--- config.mk ---
export PLATFORM = sky130hd
export DESIGN_NAME = dp_alu
export DESIGN_NICKNAME = d
export VERILOG_FILES = /design/src/rtl/dp_alu.sv
export SDC_FILE = /design/constraint.sdc
export NUM_CORES = 1
export LEC_CHECK = 0
export BUFFER_PORTS_ARGS = -buffer_cell sky130_fd_sc_hd__buf_2
export CAP_MARGIN = 20
export CORE_ASPECT_RATIO = 0.6
export CORE_UTILIZATION = 52
export CTS_CLUSTER_DIAMETER = 120
export DETAILED_ROUTE_END_ITERATION = 7
export GPL_ROUTABILITY_DRIVEN = 0
export GPL_TIMING_DRIVEN = 0
export PLACE_DENSITY = 0.81
export SETUP_SLACK_MARGIN = 0.1
export SYNTH_ARGS = -nofsm -noshare
export SYNTH_HDL_FRONTEND = slang
export SYNTH_SLANG_ARGS = --single-unit
export TNS_END_PERCENT = 1
--- constraint.sdc ---
create_clock -name clk -period 6.3 [get_ports clk]
set_input_delay 0.945 -clock clk [delete_from_list [all_inputs] [get_ports clk]]
set_output_delay 0.945 -clock clk [all_outputs]
set_load 0.01 [all_outputs]
--- src/rtl/dp_alu.sv ---
module dp_alu #(
  parameter int W     = 32,
  parameter int IMM_W = 8
) (
  input  logic             clk,
  input  logic             rst_n,
  input  logic             en,
  input  logic             set_flags,
  input  logic [3:0]       opcode,
  input  logic [W-1:0]     rn,
  input  logic [W-1:0]     op2_reg,
  input  logic [IMM_W-1:0] imm,
  input  logic             use_imm,
  output logic [W-1:0]     result,
  output logic             wr_en,
  output logic [3:0]       flags
);
  localparam logic [3:0] OP_AND = 4'h0, OP_EOR = 4'h1, OP_SUB = 4'h2, OP_RSB = 4'h3,
                         OP_ADD = 4'h4, OP_ADC = 4'h5, OP_SBC = 4'h6, OP_RSC = 4'h7,
                         OP_TST = 4'h8, OP_TEQ = 4'h9, OP_CMP = 4'hA, OP_CMN = 4'hB,
                         OP_ORR = 4'hC, OP_MOV = 4'hD, OP_BIC = 4'hE, OP_MVN = 4'hF;

  logic [W-1:0] op2;
  logic [W-1:0] add_a, add_b;
  logic         add_cin;
  logic [W:0]   sum;
  logic         arith;
  logic         cflag;
  logic         n_nxt, z_nxt, c_nxt, v_nxt;

  assign op2   = use_imm ? {{(W-IMM_W){1'b0}}, imm} : op2_reg;
  assign cflag = flags[1];

  always_comb begin
    arith   = 1'b1;
    add_a   = rn;
    add_b   = op2;
    add_cin = 1'b0;
    unique case (opcode)
      OP_SUB, OP_CMP: begin add_b = ~op2; add_cin = 1'b1; end
      OP_RSB:         begin add_a = op2; add_b = ~rn; add_cin = 1'b1; end
      OP_ADD, OP_CMN: ;
      OP_ADC:         add_cin = cflag;
      OP_SBC:         begin add_b = ~op2; add_cin = cflag; end
      OP_RSC:         begin add_a = op2; add_b = ~rn; add_cin = cflag; end
      default:        arith = 1'b0;
    endcase
  end

  assign sum = {1'b0, add_a} + {1'b0, add_b} + {{W{1'b0}}, add_cin};

  always_comb begin
    unique case (opcode)
      OP_AND, OP_TST: result = rn & op2;
      OP_EOR, OP_TEQ: result = rn ^ op2;
      OP_ORR:         result = rn | op2;
      OP_MOV:         result = op2;
      OP_BIC:         result = rn & ~op2;
      OP_MVN:         result = ~op2;
      default:        result = sum[W-1:0];
    endcase
  end

  assign wr_en = en && (opcode[3:2] != 2'b10);

  assign n_nxt = result[W-1];
  assign z_nxt = (result == '0);
  assign c_nxt = arith ? sum[W] : flags[1];
  assign v_nxt = arith ? ((add_a[W-1] == add_b[W-1]) && (sum[W-1] != add_a[W-1])) : flags[0];

  always_ff @(posedge clk) begin
    if (!rst_n)               flags <= 4'b0000;
    else if (en && set_flags) flags <= {n_nxt, z_nxt, c_nxt, v_nxt};
  end
endmodule

==> impl_metrics.csv <==
group,metric,value,unit
timing,hold_ws,463,ps
setup_path,worstPathRequired,5350,ps
finish,syn_to_final_growth,20.5,%
yosys,synth_top_area_share,14.1,%
run,cap_violations,0,
timing,setup-violations-final,0,
grt,grt_max_degree,20,
yosys,synth_top_area_cell,"ha_1",
yosys,synthCells,881,
detailed_routing,wirelength,22800,um
power,p_per_area,144,nW/um2
die,start_util,55.1,%
yosys,synth_nets,1027,
setup_path,criticalPathCategory,"in -> out",
grt,track_usage,40.0,%
clock_network,ctsHoldBuffers,0,
clock_network,cts_tree,"built",
clock_network,h-tree-depth,1,
grt,first_global_vias,6498,
finish,drive_above_1_share,20.1,%
detailed_routing,drc,0,
timing,tightest_slew,1040,ps
finish,layout.cells.most_common,"nand2_1",
finish,final_cells,1140,
clock_network,clk_pin_slew,30,ps
grt,gr-total-overflow,0,
clock_network,clock-sinks,4,
detailed_routing,wl_per_cell,20.0,um
placement,place_area,6360,um2
clock_network,cts_root_buf,"clkbuf_16",
clock_network,numCtsBuffers,3,
yosys,async_flop_share,0,%
detailed_routing,ant_nets,0,
finish,num_antenna_cells,0,
timing,rsz0062_at_grt,"true",
die,die_x,136,um
yosys,synth_top_flop_cell,"dfxtp_1",
setup_path,path_max_fanout,10,
finish,layout_common_cells,"133 x nand2_1, 121 x buf_2, 78 x o21ai_0, 73 x a21oi_1, 63 x ha_1",
timing,fin_crit,6230,ps
timing,fin_skew,0.283,ps
setup_path,cp-end-kind,"output pin",
yosys,syn_area,5600,um2
power,peakVddDrop,168,uV
yosys,synth_warnings,0,
timing,hold_viol_final,0,
timing,fmax,0.160,GHz
timing,maxSlewViolCount,0,
grt,antenna_found_initial,0,
yosys,syn_avg_cell_area,6.35,um2
yosys,yosys.cell_types.count,78,
die,pin_count,118,
yosys,synth_edf_count,0,
die,rows,28,
timing,slew-limit-headroom,30.4,%
placement,io_buffer_count,116,
power,p_leak,3.00,nW
finish,largest_reg_flops,4,
clock_network,cts.path.max_buffers,2,
worst_hold_path,hp-class,"reg -> reg",
detailed_routing,viasPerCell,6.70,
detailed_routing,via_count,7638,
yosys,synth_seq_cells,4,
outcome,outcome,"complete, no violations",
setup_path,crit_path_start_kind,"primary input",
die,core-area,10200,um2
power,power.total,0.969,mW
timing,fin_crit_sh,98.9,%
placement,hpwl,17400,um
placement,dp_cells,1132,
finish,finalInstanceArea,6740,um2
setup_path,cp.arrival,5290,ps
detailed_routing,drt_iter0_drc,1130,
clock_network,worstSkewPairLatency,230,ps
finish,nets,1153,
die,die_area,11200,um2
yosys,synth-seq-area-share,1.43,%
finish,top_register,"flags",
yosys,synth.area.top_cells,"ha_1 14%, nand2_1 9.0%, o21ai_0 7.5%, a21oi_1 6.6%, o221ai_1 5.8%",
detailed_routing,first_pass_iters,7,
finish,reg_top3,"flags: 4 flops",
die,dieHeight,82.4,um
grt,grt_pass1_wl,34400,um
finish,fin_util,66.4,%
## synth_stat cells (8+ instances only)
library cell	instances
a211oi_1	14
nor2_1	39
a21o_1	9
nor3_1	18
o221ai_1	37
nand3_1	19
mux2i_1	9
buf_2	8
and3_1	11
o21a_1	8
clkbuf_1	66
buf_1	9
nand4_1	10
inv_1	46
a21oi_1	74
o32ai_1	8
ha_1	63
nand2_1	134
o21ai_0	84
o211ai_1	8
nand2b_1	29
xor2_1	9
xnor2_1	34
## worst max-delay path, cell delays in order
cell,delay (ps)
buf_2,160
buf_6,120
buf_6,150
buf_8,170
buf_12,160
nand2b_1,90
nor2_2,200
inv_1,100
nand2_2,130
buf_4,230
o221ai_1,170
ha_1,390
clkbuf_2,210
nand4_1,220
nor4_2,390
a22oi_1,200
and3b_1,290
or4b_2,620
nand3_1,150
buf_2,160
## worst paths after layout
check	depth (start not counted)	start	slack, ps	endpoint
setup reg to reg	15	flags[1]	1610	flags[2]
hold / removal	2	flags[3]	460	flags[3]
hold reg to reg	2	flags[3]	460	flags[3]
setup / recovery	20	opcode[1]	70	result[25]
## power breakdown
part / internal [mW] / switching [mW] / total (mW) / leakage, nW
logic: 0.322 / 0.518 / 0.841 / 2.93
clock network: 0.0813 / 0.0200 / 0.101 / 0.0370
registers: 0.0267 / 0.000604 / 0.0273 / 0.0325
## layer usage
layer	vias to the layer above	share of wire, %	track usage [%]
met3	56	19	12.6
met5	-	0.32	5.09
met1	3438	41	56.8
met2	631	38	57.7
li1	3511	-	-
met4	2	1.7	8.44
## layout make-up
class / count / area (um2)
multi-input combinational: 746 / 5160
tap: 135 / 169
clock buffer: 3 / 75.1
timing repair buffer: 124 / 641
buffer: 82 / 447
inverter: 46 / 173
fill: 938 / 3420
sequential: 4 / 80.1
## kinds of logic (layout without fill, tap and decap cells)
logic type                 count (synthesis)  in the layout  share of synthesized area, %
and+or+nand+nor                          305            305                          26.5
xor gates and xnor gates                  43             43                          6.73
AOI/OAI and AO/OA                        316            316                          37.6
buffers and inverters                    131            255                          9.17
DFF                                        4              4                          1.43
adders and majority gates                 65             65                          14.8
muxes                                     17             17                          3.80
## metrics by stage
step	TNS (ps)	setup slack, ps
floorplan	0	149
global placement	-19630	-1540
detailed placement	-22250	-1610
CTS	0	74.2
global route	-18.9	-18.9
finish	0	67.4
## what timing repair did
item	CTS	global route
pin swaps	3	10
setup buffers	3	5
setup endpoints to repair	32	17
cloned	0	0
gates resized for setup	52	32
Note: power is estimated with default switching activity, not from simulation.
